## config.mk

```make
export PLATFORM = sky130hd
export DESIGN_NAME = interval_timer
export DESIGN_NICKNAME = d
export VERILOG_FILES = /design/src/rtl/tmr_pkg.sv /design/src/rtl/tmr_edge.sv /design/src/rtl/tmr_readback.sv /design/src/rtl/tmr_channel.sv /design/src/rtl/interval_timer.sv
export SDC_FILE = /design/constraint.sdc
export NUM_CORES = 1
export LEC_CHECK = 0
export ABC_AREA = 0
export CAP_MARGIN = 20
export CORE_MARGIN = 3
export CORE_UTILIZATION = 30
export DETAILED_ROUTE_END_ITERATION = 8
export SLEW_MARGIN = 20
export SYNTH_ARGS = -nofsm -noshare
export SYNTH_HDL_FRONTEND = slang
export SYNTH_SLANG_ARGS = --single-unit
```

## constraint.sdc

```tcl
create_clock -name clk -period 26.5 [get_ports clk]
set_input_delay 5.3 -clock clk [delete_from_list [all_inputs] [get_ports clk]]
set_output_delay 5.3 -clock clk [all_outputs]
set_load 0.02 [all_outputs]
```

## src/rtl/tmr_pkg.sv

```systemverilog
// Package: shared widths, mode encoding and decimal conversion helpers
// for the interval timer. Assumes a 16-bit user count and a 17-bit
// internal count, so that the value 0 can stand for 65536.
package tmr_pkg;
    localparam int BYTE_W = 8;
    localparam int USER_W = 16;
    localparam int INT_W  = USER_W + 1;
    localparam int MODE_W = 3;

    typedef enum logic [MODE_W-1:0] {
        M_TC_IRQ    = 3'd0,
        M_ONESHOT   = 3'd1,
        M_RATE      = 3'd2,
        M_SQUARE    = 3'd3,
        M_SW_STROBE = 3'd4,
        M_HW_STROBE = 3'd5
    } mode_e;

    // Fold the two spare mode codes onto the periodic modes.
    function automatic mode_e norm_mode(input logic [MODE_W-1:0] m);
        case (m)
            3'd6:    norm_mode = M_RATE;
            3'd7:    norm_mode = M_SQUARE;
            default: norm_mode = mode_e'(m);
        endcase
    endfunction

    // Four BCD digits to a binary count; 0 stands for 10000.
    function automatic logic [INT_W-1:0] bcd_to_bin(input logic [USER_W-1:0] v);
        logic [INT_W-1:0] r;
        r = INT_W'(v[15:12]) * INT_W'(1000) + INT_W'(v[11:8]) * INT_W'(100)
          + INT_W'(v[7:4]) * INT_W'(10) + INT_W'(v[3:0]);
        if (r == '0) r = INT_W'(10000);
        return r;
    endfunction

    // Binary count (at most 10000) to four BCD digits, wrapping 10000 to 0.
    function automatic logic [USER_W-1:0] bin_to_bcd(input logic [INT_W-1:0] v);
        logic [INT_W-1:0] r;
        logic [19:0] acc;
        r = (v >= INT_W'(10000)) ? v - INT_W'(10000) : v;
        acc = '0;
        for (int i = INT_W - 1; i >= 0; i--) begin
            for (int d = 0; d < 5; d++) begin
                if (acc[d*4 +: 4] >= 4'd5) acc[d*4 +: 4] = acc[d*4 +: 4] + 4'd3;
            end
            acc = {acc[18:0], r[i]};
        end
        return USER_W'(acc);
    endfunction
endpackage

```

## src/rtl/tmr_edge.sv

```systemverilog
// Rising-edge detector for a trigger input. Assumes the input is already
// synchronous to clk. One cycle of the edge pulse per low-to-high change.
module tmr_edge (
    input  logic clk,
    input  logic rst_n,
    input  logic sig,
    output logic rise
);
    logic prev_q;

    // Remember the previous level of the input.
    always_ff @(posedge clk) begin
        if (!rst_n) prev_q <= 1'b0;
        else        prev_q <= sig;
    end

    assign rise = sig & ~prev_q;
endmodule

```

## src/rtl/tmr_readback.sv

```systemverilog
// Readback path of one channel: byte pointer plus snapshot register.
// Assumes a read strobe and a snapshot command never share a cycle;
// if they do, the read is served and the snapshot command is dropped.
module tmr_readback
    import tmr_pkg::*;
(
    input  logic              clk,
    input  logic              rst_n,
    input  logic [USER_W-1:0] live,
    input  logic              clear,
    input  logic              latch_cmd,
    input  logic              rd_stb,
    output logic [BYTE_W-1:0] rbyte
);
    logic              latched_q;
    logic              rptr_q;
    logic [USER_W-1:0] lat_val_q;
    logic [USER_W-1:0] src;

    // Track the byte pointer and the frozen snapshot.
    always_ff @(posedge clk) begin
        if (!rst_n) begin
            latched_q <= 1'b0;
            rptr_q    <= 1'b0;
            lat_val_q <= '0;
        end else if (clear) begin
            latched_q <= 1'b0;
            rptr_q    <= 1'b0;
        end else if (rd_stb) begin
            rptr_q <= ~rptr_q;
            if (rptr_q) latched_q <= 1'b0;
        end else if (latch_cmd && !latched_q) begin
            lat_val_q <= live;
            latched_q <= 1'b1;
        end
    end

    // Select the source word and the byte the pointer names.
    always_comb begin
        src   = latched_q ? lat_val_q : live;
        rbyte = rptr_q ? src[15:8] : src[7:0];
    end

    AST_LATCH_FROZEN: assert property (@(posedge clk) disable iff (!rst_n)
        (latched_q && !rd_stb && !clear) |=> (latched_q && $stable(lat_val_q)));
endmodule

```

## src/rtl/tmr_channel.sv

```systemverilog
// One timer channel: mode register, two-byte load assembly and the
// down counter with its six output behaviours. Assumes cnt_en and trig
// are synchronous to clk; an enabled tick is one count step.
module tmr_channel
    import tmr_pkg::*;
(
    input  logic              clk,
    input  logic              rst_n,
    input  logic              ctl_set,
    input  logic              ctl_latch,
    input  logic [MODE_W-1:0] ctl_mode,
    input  logic              ctl_bcd,
    input  logic              data_wr,
    input  logic              data_rd,
    input  logic [BYTE_W-1:0] wdata,
    input  logic              cnt_en,
    input  logic              trig,
    output logic [BYTE_W-1:0] rbyte,
    output logic              tout
);
    mode_e             mode_q;
    logic              bcd_q, wptr_q, armed_q, run_q, out_q;
    logic [BYTE_W-1:0] lo_q;
    logic [INT_W-1:0]  cnt_q, rel_q;
    logic [INT_W-1:0]  load_val, cnt_dec, sq_next;
    logic [USER_W-1:0] new_word, live;
    logic              load_now, trig_rise, trig_go, tick;

    tmr_edge i_edge (.clk(clk), .rst_n(rst_n), .sig(trig), .rise(trig_rise));

    // Decode the load value, the trigger action and the next counts.
    always_comb begin
        new_word  = {wdata, lo_q};
        load_now  = data_wr && wptr_q;
        if (bcd_q)                load_val = bcd_to_bin(new_word);
        else if (new_word == '0)  load_val = INT_W'(1) << USER_W;
        else                      load_val = INT_W'(new_word);
        trig_go   = trig_rise && armed_q && (mode_q == M_ONESHOT || mode_q == M_HW_STROBE);
        tick      = run_q && cnt_en;
        cnt_dec   = cnt_q - INT_W'(1);
        sq_next   = (cnt_q == INT_W'(1)) ? rel_q : cnt_dec;
        live      = bcd_q ? bin_to_bcd(cnt_q) : cnt_q[USER_W-1:0];
    end

    // Mode register, load assembly and counting, in priority order.
    always_ff @(posedge clk) begin
        if (!rst_n) begin
            mode_q  <= M_TC_IRQ;
            bcd_q   <= 1'b0;
            wptr_q  <= 1'b0;
            lo_q    <= '0;
            armed_q <= 1'b0;
            run_q   <= 1'b0;
            out_q   <= 1'b1;
            cnt_q   <= '0;
            rel_q   <= '0;
        end else if (ctl_set) begin
            mode_q  <= norm_mode(ctl_mode);
            bcd_q   <= ctl_bcd;
            wptr_q  <= 1'b0;
            armed_q <= 1'b0;
            run_q   <= 1'b0;
            out_q   <= (norm_mode(ctl_mode) != M_TC_IRQ);
        end else begin
            if (data_wr) begin
                wptr_q <= ~wptr_q;
                if (!wptr_q) lo_q <= wdata;
            end
            if (load_now) begin
                rel_q   <= load_val;
                cnt_q   <= load_val;
                armed_q <= 1'b1;
                run_q   <= (mode_q != M_HW_STROBE);
                out_q   <= !(mode_q == M_TC_IRQ || mode_q == M_ONESHOT);
            end else if (trig_go) begin
                cnt_q <= rel_q;
                run_q <= 1'b1;
                out_q <= (mode_q != M_ONESHOT);
            end else if (tick) begin
                case (mode_q)
                    M_TC_IRQ, M_ONESHOT: begin
                        cnt_q <= cnt_dec;
                        if (cnt_q == INT_W'(1)) begin
                            out_q <= 1'b1;
                            run_q <= 1'b0;
                        end
                    end
                    M_RATE: begin
                        cnt_q <= sq_next;
                        out_q <= (sq_next != INT_W'(1));
                    end
                    M_SQUARE: begin
                        cnt_q <= sq_next;
                        out_q <= (sq_next > (rel_q >> 1));
                    end
                    default: begin
                        if (cnt_q == '0) begin
                            out_q <= 1'b1;
                            run_q <= 1'b0;
                        end else begin
                            cnt_q <= cnt_dec;
                            out_q <= (cnt_q != INT_W'(1));
                        end
                    end
                endcase
            end
        end
    end

    tmr_readback i_rb (
        .clk(clk), .rst_n(rst_n), .live(live), .clear(ctl_set),
        .latch_cmd(ctl_latch), .rd_stb(data_rd), .rbyte(rbyte)
    );

    assign tout = out_q;

    AST_TC_OUT_HOLDS: assert property (@(posedge clk) disable iff (!rst_n)
        (mode_q == M_TC_IRQ && out_q && !ctl_set && !load_now) |=> out_q);
    AST_RATE_LOW_ONE: assert property (@(posedge clk) disable iff (!rst_n)
        (mode_q == M_RATE && !out_q && cnt_en && !ctl_set && !load_now) |=> out_q);
    AST_HW_WAIT_HIGH: assert property (@(posedge clk) disable iff (!rst_n)
        (mode_q == M_HW_STROBE && !run_q) |-> out_q);
    AST_CNT_BOUND: assert property (@(posedge clk) disable iff (!rst_n)
        run_q |-> (cnt_q <= rel_q));
    AST_STOPPED_STILL: assert property (@(posedge clk) disable iff (!rst_n)
        (!run_q && !load_now && !trig_rise) |=> $stable(cnt_q));
endmodule

```

## src/rtl/interval_timer.sv

```systemverilog
// Top of the three-channel interval timer: decodes the byte-wide
// register port into per-channel strobes and muxes read data back.
// Assumes NUM_CH is at most 3 so the control channel field fits [7:6].
module interval_timer
    import tmr_pkg::*;
#(
    parameter int NUM_CH = 3,
    localparam int ADDR_W = $clog2(NUM_CH + 1)
) (
    input  logic              clk,
    input  logic              rst_n,
    input  logic              wr_en,
    input  logic              rd_en,
    input  logic [ADDR_W-1:0] addr,
    input  logic [BYTE_W-1:0] wdata,
    output logic [BYTE_W-1:0] rdata,
    input  logic [NUM_CH-1:0] cnt_en,
    input  logic [NUM_CH-1:0] trig,
    output logic [NUM_CH-1:0] tout
);
    logic                ctl_hit;
    logic [NUM_CH-1:0]   ch_set, ch_latch, data_wr, data_rd;
    logic [BYTE_W-1:0]   rbyte [NUM_CH];

    assign ctl_hit = wr_en && (addr == ADDR_W'(NUM_CH));

    for (genvar g = 0; g < NUM_CH; g++) begin : g_ch
        assign ch_set[g]   = ctl_hit && (wdata[7:6] == 2'(g)) && (wdata[5:4] != 2'b00);
        assign ch_latch[g] = ctl_hit && (wdata[7:6] == 2'(g)) && (wdata[5:4] == 2'b00);
        assign data_wr[g]  = wr_en && (addr == ADDR_W'(g));
        assign data_rd[g]  = rd_en && (addr == ADDR_W'(g));

        tmr_channel i_chan (
            .clk(clk), .rst_n(rst_n),
            .ctl_set(ch_set[g]), .ctl_latch(ch_latch[g]),
            .ctl_mode(wdata[3:1]), .ctl_bcd(wdata[0]),
            .data_wr(data_wr[g]), .data_rd(data_rd[g]), .wdata(wdata),
            .cnt_en(cnt_en[g]), .trig(trig[g]),
            .rbyte(rbyte[g]), .tout(tout[g])
        );
    end

    // Return the addressed channel's current byte, zero otherwise.
    always_comb begin
        rdata = '0;
        for (int i = 0; i < NUM_CH; i++) begin
            if (data_rd[i]) rdata = rbyte[i];
        end
    end

    AST_ONE_TARGET: assert property (@(posedge clk) disable iff (!rst_n)
        $onehot0({data_wr, ctl_hit}));
endmodule

```

==> results of run 1 <==
==> layout make-up <==
type / instances / area (sq um) / area share, %
repair buffers: 64 / 553 / 1.51
clock inverters: 12 / 179 / 0.489
clock buffers: 35 / 736 / 2.01
well taps: 1488 / 1860 / 5.09
multi-input cells: 3967 / 27800 / 75.9
inverters: 353 / 1340 / 3.65
flip-flops and latches: 207 / 4150 / 11.3
==> cells by family after synthesis <==
logic type | Yosys count | share of synthesized area (%)
mux | 218 | 7.03
flops | 207 | 12.2
compound gates | 1543 | 31.8
xor+xnor | 197 | 5.23
simple gates | 1656 | 23.8
buf+inv | 551 | 6.45
fa+ha+maj | 353 | 13.5
==> metal layers <==
metal  part of all wire, %  wire length [um]
met2                    44             45000
met1                    48             49100
met5                 0.012                12
met3                   5.8              5950
met4                   2.4              2420
==> sequential cells by signal (all words and copies together) (netlist names) <==
name,flops
g_ch.i_chan.armed_q,3
g_ch.i_chan.bcd_q,3
g_ch.i_chan.cnt_q,51
g_ch.i_chan.i_edge.prev_q,3
g_ch.i_chan.i_rb.lat_val_q,48
g_ch.i_chan.i_rb.latched_q,3
g_ch.i_chan.i_rb.rptr_q,3
g_ch.i_chan.lo_q,24
g_ch.i_chan.mode_q,9
g_ch.i_chan.rel_q,51
g_ch.i_chan.run_q,3
g_ch.i_chan.tout,3
g_ch.i_chan.wptr_q,3
==> per-stage QoR <==
stage / area [sq um] / setup TNS [ns]
finish: 36600 / 0
global route: 36600 / -0.151
CTS: 36400 / 0
detailed placement: 35500 / 0
global placement: 35500 / 0
floorplan: 34000 / 0
==> layout by cell type (no fill, tap or decap), types with 24 or more instances in the layout <==
master | netlist | routed
nand2b_1 | 92 | 92
dfxtp_1 | 207 | 203
mux2i_1 | 145 | 145
or3_1 | 32 | 32
o21a_1 | 41 | 40
nand2_1 | 472 | 472
xor2_1 | 47 | 47
nor2_1 | 428 | 428
a211o_1 | 32 | 32
and2_1 | 65 | 65
o21ai_0 | 259 | 256
a21oi_1 | 393 | 392
a31oi_1 | 64 | 63
or2_2 | 27 | 27
a21o_1 | 52 | 52
buf_4 | 8 | 34
nand3_1 | 104 | 103
mux2_2 | 54 | 54
o21bai_1 | 26 | 26
o21ai_1 | 34 | 32
nor4_1 | 48 | 47
ha_1 | 332 | 330
inv_1 | 327 | 326
o211ai_1 | 107 | 107
o211a_1 | 25 | 25
a211oi_1 | 85 | 84
xnor2_1 | 145 | 142
nand4_1 | 44 | 44
clkdlybuf4s50_1 | 0 | 28
a21boi_0 | 24 | 24
nor3_1 | 120 | 119
nor2b_1 | 64 | 63
and3_1 | 31 | 31
clkbuf_16 | 0 | 27
==> worst max-delay path: cells and delay by family (launching register included) <==
family | cells | cell delay [ns]
xor+xnor | 6 | 1.47
compound gates | 26 | 5.40
fa+ha+maj | 15 | 3.75
flops | 1 | 0.39
buf+inv | 14 | 2.09
mux | 1 | 0.30
simple gates | 31 | 5.76
==> path summary, 6_finish.rpt <==
kind	startpoint	endpoint	cells past startpoint
min reg2reg	g_ch[2].i_chan.i_rb.lat_val_q[0]$_SDFFE_PN0P_	g_ch[2].i_chan.i_rb.lat_val_q[0]$_SDFFE_PN0P_	2
max reg2reg	g_ch[1].i_chan.cnt_q[1]$_SDFFE_PN0P_	g_ch[1].i_chan.i_rb.lat_val_q[5]$_SDFFE_PN0P_	93
min	g_ch[2].i_chan.i_rb.lat_val_q[0]$_SDFFE_PN0P_	g_ch[2].i_chan.i_rb.lat_val_q[0]$_SDFFE_PN0P_	2
max	g_ch[1].i_chan.cnt_q[1]$_SDFFE_PN0P_	rdata[6]	93
==> timing repair <==
item                       4_1_cts  5_1_grt
buffers inserted                 0        6
gates resized for setup          0       37
setup endpoints to repair        0        8
==> flow_metrics.py, run 1 <==
metrics = {
    "synth": {
        "synth_largest_area_cell": "ha_1",
        "synth_nets": 5098,
        "ys_top_cells_by_area": "ha_1 (12%), dfxtp_1 (12%), a21oi_1 (5.8%)",
        "synth-edff-count": 0,
        "synth_flop_cell": "dfxtp_1",
        "synth_area_sq_um": 34000,
        "ys_seq_area_share_pct": 12.2,
        "ys_ff_latch": 207,
        "yosysWarningCount": 0,
        "synth.distinct_cells": 143,
        "synth.avg_cell_area_sq_um": 7.19,
        "synth_most_common_cell": "nand2_1",
        "yosysTopAreaCellShare_pct": 12.2,
        "synthArstFlopShare_pct": 0,
        "netlist_instances": 4725,
        "synth.top_cells.by_count": "nand2_1 (472), nor2_1 (428), a21oi_1 (393), ha_1 (332), inv_1 (327)",
    },
    "placed_design": {
        "portBuffers": 30,
        "dp_cells": 6073,
        "detailedPlace.worstSlack_ns": 1.14,
        "post-dp-hpwl_um": 79400,
        "gp_congestion": 0.915,
    },
    "clocking": {
        "clk_latency_ns": 0.59,
        "cts_buffers": 27,
        "cts_buffer_depth": 3,
        "hold_buffers": 0,
        "cts.sinks": 207,
        "cts_tree": "yes",
        "cts_root_buffer": "clkbuf_16",
        "clkTransAtPathRegs_ns": 0.06,
        "cts_max_level": 1,
    },
    "timing": {
        "drv_slew": 0,
        "tightest_slew_ns": 1.03,
        "min_period_over_period_pct": 94.5,
        "worst_slack_ns": 1.45,
        "skew_ns": 0.0365,
        "min_period_ns": 25.05,
        "max_freq_ghz": 0.0399,
        "maxSlewHeadroom_pct": 30.6,
        "hold_viol": 0,
        "holdWs_ns": 0.455,
        "setup_violations": 0,
    },
    "grt": {
        "met2_usage_pct": 26.7,
        "first_global_vias": 31411,
        "grt_max_degree": 68,
        "grt_pass1_wl_um": 164000,
        "grt_busiest_layer": "met2",
        "met3_usage_pct": 1.45,
        "grt_overflow": 0,
        "met1_usage_pct": 23.6,
        "antenna_found_initial": 2,
        "grt_usage_pct": 16.5,
    },
    "final_layout": {
        "final_core_util_pct": 32.8,
        "drive_gt1_share_pct": 7.74,
        "nets": 4993,
        "fillers": 12017,
        "layout.cells.non_filler": 6126,
        "area_delta_synth_final_pct": 7.82,
        "antenna_cells": 0,
    },
    "floorplan": {
        "core-area_sq_um": 111000,
        "initial_core_util_pct": 30.5,
        "fp.dieW_um": 342,
        "placementRows": 122,
        "io_pins": 31,
        "die-area_sq_um": 117000,
        "dieHeight_um": 342,
    },
    "route": {
        "dr.pass1.iters": 7,
        "drtIter0Drc": 3149,
        "ant_nets": 0,
        "viasPerCell": 5.63,
        "num_vias": 34510,
        "drc": 0,
        "wl_per_cell_um": 16.7,
        "wl_um": 103000,
    },
    "critical_path": {
        "worstSetupPathType": "flop to output port",
        "arrival_ns": 19.75,
        "worstPathRequired_ns": 21.20,
        "cp-end-kind": "output port",
        "slowest_delay_ns": 0.73,
        "start_kind": "flop",
        "worst_path_most_repeated_cell": "ha_1",
        "ff2ff_setup_slack_ns": 8.05,
        "crit_fanout": 9,
        "slowest_stage": "clkdlybuf4s50_1",
    },
    "job": {
        "cap_violations": 0,
    },
    "hold_path": {
        "min_path_type": "flop to flop",
    },
    "outcome": {
        "status": "finished clean",
    },
}
Power of run 1 is not shown: default switching activity piles up to over one toggle a cycle in this logic, so the estimate is an artifact.
==> run 2, diff against run 1 <==
CAP_MARGIN = 0   (was 20)
CTS_CLUSTER_SIZE = 14   (was unset)
==> results of run 2 <==
Final layout, timing and power as in run 1 (identical DEF).
Power of run 2 is left out for the same reason.
